--- src/rtl/nb_pkg.sv ---
package nb_pkg;

    typedef enum logic [1:0] {
        SRC_SER = 2'd0,
        SRC_DL  = 2'd1,
        SRC_OH  = 2'd2
    } nb_src_e;

    typedef enum logic [1:0] {
        ST_IDLE  = 2'd0,
        ST_PASS  = 2'd1,
        ST_OH_HI = 2'd2,
        ST_OH_LO = 2'd3
    } nb_state_e;

    // Map the two-bit select field onto a source; 11 folds onto serial.
    function automatic nb_src_e sel_to_src(input logic [1:0] sel);
        unique case (sel)
            2'b01:   return SRC_DL;
            2'b10:   return SRC_OH;
            default: return SRC_SER;
        endcase
    endfunction

endpackage

--- src/rtl/nb_slot_decode.sv ---
module nb_slot_decode #(
    parameter int TS_W     = 5,
    parameter int IDX_W    = 3,
    parameter int SA_N     = 5,
    parameter int SA_FIRST = 3
) (
    input  logic             frm_odd,
    input  logic [TS_W-1:0]  ts_num,
    input  logic [IDX_W-1:0] bit_idx,
    input  logic [SA_N-1:0]  sa_mask,
    output logic             is_nat,
    output logic             sa_en,
    output logic             fas_start
);
    localparam int SA_LAST = SA_FIRST + SA_N - 1;

    logic [SA_N-1:0] hit;

    for (genvar k = 0; k < SA_N; k++) begin : g_sa
        assign hit[k] = (bit_idx == IDX_W'(SA_FIRST + k)) && sa_mask[k];
    end

    always_comb begin
        is_nat    = frm_odd && (ts_num == '0)
                    && (bit_idx >= IDX_W'(SA_FIRST))
                    && (bit_idx <= IDX_W'(SA_LAST));
        sa_en     = is_nat && (|hit);
        fas_start = !frm_odd && (ts_num == '0) && (bit_idx == '0);
    end
endmodule

--- src/rtl/nb_sel_hold.sv ---
module nb_sel_hold
    import nb_pkg::*;
(
    input  logic       clk,
    input  logic       rst_n,
    input  logic       pos_stb,
    input  logic       fas_start,
    input  logic [1:0] src_sel,
    output nb_src_e    act_src
);
    always_ff @(posedge clk or negedge rst_n) begin
        if (!rst_n) begin
            act_src <= SRC_SER;
        end else if (pos_stb && fas_start) begin
            act_src <= sel_to_src(src_sel);
        end
    end

    // the active source moves only at a frame-alignment boundary strobe
    p_sel_at_boundary_r8: assert property (@(posedge clk) disable iff (!rst_n)
        !$stable(act_src) |-> $past(pos_stb && fas_start));
endmodule

--- src/rtl/nb_src_pick.sv ---
module nb_src_pick
    import nb_pkg::*;
(
    input  nb_src_e act_src,
    input  logic    sa_en,
    input  logic    ser_bit,
    input  logic    dl_bit,
    output logic    uses_oh,
    output logic    direct_bit
);
    always_comb begin
        uses_oh    = 1'b0;
        direct_bit = ser_bit;
        if (sa_en) begin
            unique case (act_src)
                SRC_DL:  direct_bit = dl_bit;
                SRC_OH:  uses_oh    = 1'b1;
                default: direct_bit = ser_bit;
            endcase
        end
    end
endmodule

--- src/rtl/e1_natbit_inserter.sv ---
module e1_natbit_inserter
    import nb_pkg::*;
#(
    parameter int BIT_CLKS = 8,
    parameter int TS_W     = 5,
    parameter int IDX_W    = 3,
    parameter int SA_N     = 5,
    parameter int SA_FIRST = 3
) (
    input  logic             clk,
    input  logic             rst_n,
    input  logic             pos_stb,
    input  logic             frm_odd,
    input  logic [TS_W-1:0]  ts_num,
    input  logic [IDX_W-1:0] bit_idx,
    input  logic [1:0]       src_sel,
    input  logic [SA_N-1:0]  sa_mask,
    input  logic             ser_bit,
    input  logic             dl_bit,
    input  logic             ohp_din,
    output logic             ohp_clk,
    output logic             ins_valid,
    output logic             ins_bit
);
    localparam int HALF = BIT_CLKS / 2;
    localparam int CW   = $clog2(BIT_CLKS);

    nb_state_e state, state_nxt;
    logic [CW-1:0] cnt, cnt_nxt;
    logic          hold_bit;
    logic          is_nat, sa_en, fas_start;
    logic          uses_oh, direct_bit;
    nb_src_e       act_src;
    logic          start_ok, done;

    nb_slot_decode #(
        .TS_W(TS_W), .IDX_W(IDX_W), .SA_N(SA_N), .SA_FIRST(SA_FIRST)
    ) u_dec (
        .frm_odd(frm_odd), .ts_num(ts_num), .bit_idx(bit_idx),
        .sa_mask(sa_mask), .is_nat(is_nat), .sa_en(sa_en),
        .fas_start(fas_start)
    );

    nb_sel_hold u_sel (
        .clk(clk), .rst_n(rst_n), .pos_stb(pos_stb),
        .fas_start(fas_start), .src_sel(src_sel), .act_src(act_src)
    );

    nb_src_pick u_pick (
        .act_src(act_src), .sa_en(sa_en), .ser_bit(ser_bit),
        .dl_bit(dl_bit), .uses_oh(uses_oh), .direct_bit(direct_bit)
    );

    assign start_ok = pos_stb && is_nat;

    // Next state and counter
    always_comb begin
        state_nxt = state;
        cnt_nxt   = cnt;
        done      = 1'b0;
        unique case (state)
            ST_IDLE: begin
                if (start_ok) begin
                    state_nxt = uses_oh ? ST_OH_HI : ST_PASS;
                    cnt_nxt   = uses_oh ? CW'(HALF - 1) : CW'(BIT_CLKS - 1);
                end
            end
            ST_OH_HI: begin
                if (cnt == '0) begin
                    state_nxt = ST_OH_LO;
                    cnt_nxt   = CW'(HALF - 1);
                end else begin
                    cnt_nxt = cnt - 1'b1;
                end
            end
            ST_PASS, ST_OH_LO: begin
                if (cnt == '0) begin
                    done = 1'b1;
                    if (start_ok) begin
                        state_nxt = uses_oh ? ST_OH_HI : ST_PASS;
                        cnt_nxt   = uses_oh ? CW'(HALF - 1) : CW'(BIT_CLKS - 1);
                    end else begin
                        state_nxt = ST_IDLE;
                    end
                end else begin
                    cnt_nxt = cnt - 1'b1;
                end
            end
            default: state_nxt = ST_IDLE;
        endcase
    end

    // State register, counter and held bit
    always_ff @(posedge clk or negedge rst_n) begin
        if (!rst_n) begin
            state    <= ST_IDLE;
            cnt      <= '0;
            hold_bit <= 1'b0;
        end else begin
            state <= state_nxt;
            cnt   <= cnt_nxt;
            if (start_ok && (state == ST_IDLE || done)) begin
                hold_bit <= direct_bit;
            end else if (state == ST_OH_HI && cnt == '0) begin
                hold_bit <= ohp_din;
            end
        end
    end

    // Outputs
    always_ff @(posedge clk or negedge rst_n) begin
        if (!rst_n) begin
            ohp_clk   <= 1'b0;
            ins_valid <= 1'b0;
            ins_bit   <= 1'b0;
        end else begin
            ohp_clk   <= (state_nxt == ST_OH_HI);
            ins_valid <= done;
            if (done) begin
                ins_bit <= hold_bit;
            end
        end
    end

    // a rising overhead clock follows an overhead-sourced national strobe
    p_clk_rise_on_oh_slot_r6: assert property (@(posedge clk) disable iff (!rst_n)
        $rose(ohp_clk) |-> $past(start_ok && uses_oh));

    // the clock falls only on entry to the low half of a window
    p_clk_fall_into_low_r6: assert property (@(posedge clk) disable iff (!rst_n)
        $fell(ohp_clk) |-> (state == ST_OH_LO));

    // a result pulse only closes an open window
    p_valid_from_window_r2: assert property (@(posedge clk) disable iff (!rst_n)
        ins_valid |-> $past(state == ST_PASS || state == ST_OH_LO));

    // strobes in frame-alignment frames never start an overhead pulse
    p_no_clk_in_fas_r2: assert property (@(posedge clk) disable iff (!rst_n)
        (pos_stb && !frm_odd) |=> !$rose(ohp_clk));
endmodule

--- config.mk ---
export PLATFORM = sky130hd
export DESIGN_NAME = e1_natbit_inserter
export DESIGN_NICKNAME = d
export VERILOG_FILES = /design/src/rtl/nb_pkg.sv /design/src/rtl/nb_slot_decode.sv /design/src/rtl/nb_sel_hold.sv /design/src/rtl/nb_src_pick.sv /design/src/rtl/e1_natbit_inserter.sv
export SDC_FILE = /design/constraint.sdc
export NUM_CORES = 1
export LEC_CHECK = 0
export CAP_MARGIN = 20
export CORE_MARGIN = 2
export CORE_UTILIZATION = 39
export CTS_CLUSTER_DIAMETER = 60
export DETAILED_ROUTE_END_ITERATION = 8
export PLACE_DENSITY = 0.78
export SLEW_MARGIN = 20
export SYNTH_ARGS = -nofsm -noshare
export SYNTH_HDL_FRONTEND = slang
export SYNTH_SLANG_ARGS = --single-unit
--- constraint.sdc ---
create_clock -name clk -period 1.3 [get_ports clk]
set_input_delay 0.26 -clock clk [delete_from_list [all_inputs] [get_ports clk]]
set_output_delay 0.26 -clock clk [all_outputs]
set_load 0.05 [all_outputs]
==> results.md, run 1 <==
- Outcome: finished with violations
- Violated checks: negative setup slack
- Number of max-cap violations: 0
- Synthesis-to-layout area growth: 95.08%
- Vias per Instance: 5.627
- Async SR Flop Fraction: 100.0%
- CTS hold repair buffers: 0
- Net Count, Synth: 110
- Input/output buffers: 24
- Top cell type's share of synthesized area: 37.29%
- Clock latency reported for the late side of the worst-skew pair: 0.27 ns
- Y dimension of the die: 47.51 um
- Core outline area: 1745 um^2
- Final estimated routing congestion in global placement: 0.8856
- Slew headroom: 63.60%
- Count of nets left with antenna violations after detail routing: 0
- Number of iterations in the first detailed-routing pass: 5
- Kind of launch point of the worst setup path: primary input
- Worst slew pin tran: 0.5461 ns
- Via count of the first global-routing pass: 913
- Maximum VDD drop: 837.4 uV
- Longest Clk Path Bufs: 2
- Crit Reg-Reg Endpoint: hold_bit
- Final period demand of the worst path: 1.477 ns
- Number of antenna violations at the first check in global routing: 0
- Final critical-path setup slack: -0.1775 ns
- Post-route insts no fill: 161
- I/O Pins: 25
- Synthesis-stage register bit count: 11
- Biggest area consumer among synthesized cells: dfrtp_1
- Total DRC errors in the routed layout: 0
- Number of synthesized flops with an enable pin: 0
- Drt total wl: 2576 um
- Placed cell areas: 1184 um^2
- Static Leak: 0.6373 nW
- Sequential-to-total area share from yosys stat: 37.29%
- Cell count after placement: 152
- Clock root cell: clkbuf_4
- Total count of max-transition violations in the final report: 0
- RSZ-0062 raised after global routing: yes
- Number of vias in the routed layout: 906
- Most common library cells after synthesis: dfrtp_1 (11), a21oi_1 (9), nand2_1 (8), nor2_1 (8), inv_1 (6)
- Antenna Cells: 0
- Critical path start-end classification: primary input to flip-flop
- Yosys warnings: 0
- Placed wire-length estimate: 1572 um
- Post-synthesis cell type count: 30
- Biggest area contributors in the synthesized netlist: dfrtp_1 (37%), a21oi_1 (6.1%), nand2_1 (4.1%)
- Ratio of cells with drive above 1 in the final layout: 47.06%
- Layout Nets: 161
- Arrival @ worst endpoint: 1.63 ns
- Die ar.: 2257 um^2
- Area of all placed cells without fillers: 1440 um^2
- Number of buffers created by CTS: 3
- Data required time of the critical path: 1.45 ns
- Final-layout setup total negative slack: -0.5999 ns
- PD cells: 1278 nW/um^2
- Setup slack of the most critical reg-to-reg path: -0.13 ns
- Number of cells produced by synthesis: 86
- Final Hold Slack: 0.2794 ns
- Clk sink count: 11
- Cell depth of the worst flop-to-flop path: 7
- Post-synth top flop: dfrtp_1
- Final setup vio count: 7
- Startpoint of the worst-slack reg-to-reg timing path: cnt[1]
- Clock slew at the register clock pins of the worst setup and hold paths: 0.08 ns
- CTS tree: done
- Path category of the worst min-delay check: primary input to asynchronous set/reset pin
- Width of the chip: 47.51 um
- Average wire per standard cell: 16.00 um
- Starting Density: 42.29%
- Number of cell rows: 15
- Clock Skews: 0.008067 ns
- Wire length of the first global-routing pass: 3767 um
- Deepest level of the CTS H-tree: 1
- Number of DRC markers after the initial detailed-route iteration: 23
- Final hold violation count: 0
- Count leader, synth: dfrtp_1
- Period utilisation layout: 113.7%
- Post-Syn Area: 738.2 um^2
- Maximum number of pins on one net before global-route repair: 13
- Final global-route overflow total: 0
- Highest clock rate: 676.8 MHz
- Global Route Usage Sum: 24.32%
- Syn Area/Cell: 8.584 um^2
- CP Capture Type: flip-flop
- Critical Path Fanout Max: 2
-- metrics by stage --
step / setup slack [ns] / total power, mW / utilization [%]
5_1_grt: -0.2244 / 1.924 / 82.51
6_report: -0.1775 / 1.841 / 82.51
3_3_place_gp: -0.6474 / 1.095 / 67.81
3_5_place_dp: -0.7942 / 1.125 / 67.81
4_1_cts: -0.2435 / 1.580 / 77.78
2_1_floorplan: -0.1688 / 0.7688 / -
-- sequential cells by signal, summed over array words and instances (netlist names) --
signal and cells:
ohp_clk 1, u_sel.act_src 2, state 2, ins_bit 1, cnt 3, hold_bit 1, ins_valid 1
-- power by group --
group	internal, mW	leakage, nW	switching, mW
sequential	0.403	0.145	0.0794
clock	0.119	0.0150	0.120
combinational	0.619	0.477	0.501
total	1.14	0.637	0.700
-- cells by family after synthesis --
kind of cell / synth area share (%)
AND/OR/NAND/NOR: 27.80
AO/OA/AOI/OAI: 20.68
flip-flops: 37.29
buffers and inverters: 5.085
adder cells (fa/ha/maj): 3.389
multiplexers: 5.763
-- metal layers --
metal	track usage, %	up-vias	share of wire (%)
met5	0	-	0
met4	11.11	0	1.1
met3	6.038	4	6.8
met2	46.49	48	55
met1	24.31	438	37
li1	-	416	-
-- worst max-delay path, cell delays in order --
cell and delay [ns]:
buf_6 0.09, or4_4 0.53, nor4b_4 0.27, o2111ai_4 0.16, mux2i_2 0.22, a21oi_1 0.10
-- cell type report --
class	instances	area, um^2
Clock buffer	4	26.28
Inverter	6	22.52
Multi-Input combinational cell	66	591.8
Sequential cell	11	275.3
Tap cell	25	31.28
Fill cell	107	305.3
Timing Repair Buffer	49	493.0
-- how the worst max path moves through the flow --
stage	cells after the start	from	to	slack, ns
floorplan	5	ts_num[0]	hold_bit	-0.17
CTS	6	ts_num[4]	hold_bit	-0.24
global route	6	ts_num[2]	hold_bit	-0.22
detailed placement	6	ts_num[0]	hold_bit	-0.79
finish	6	ts_num[2]	hold_bit	-0.18
global placement	6	ts_num[0]	hold_bit	-0.65
-- layout by cell type (no fill, tap or decap), types with 2 or more instances in the layout --
cell type,instances
buf_4,15
buf_6,14
dfrtp_1,11
nor2_1,8
dlygate4sd2_1,8
nand2_1,6
clkdlybuf4s50_1,6
a21oi_1,5
inv_1,4
nand2b_1,3
nand3_1,3
o21ai_0,3
clkbuf_4,3
buf_12,3
inv_2,2
mux2_4,2
a21oi_4,2
nor4b_4,2
a21oi_2,2
nand2_2,2
o211ai_1,2
o21ai_1,2
nor3_2,2
clkdlybuf4s15_2,2
-- what timing repair did --
item / in CTS / in global routing
gates resized for setup: 61 / 18
buffers inserted: 4 / 2
pin swaps: 18 / 14
setup endpoints to repair: 10 / 8
(Power assumes the default switching activity.)
==> inputs of run 2 (changes only) <==
Settings changed: CAP_MARGIN 20 to default.
==> results of run 2 <==
The final DEF is identical to that of run 1; final timing and power are the same.
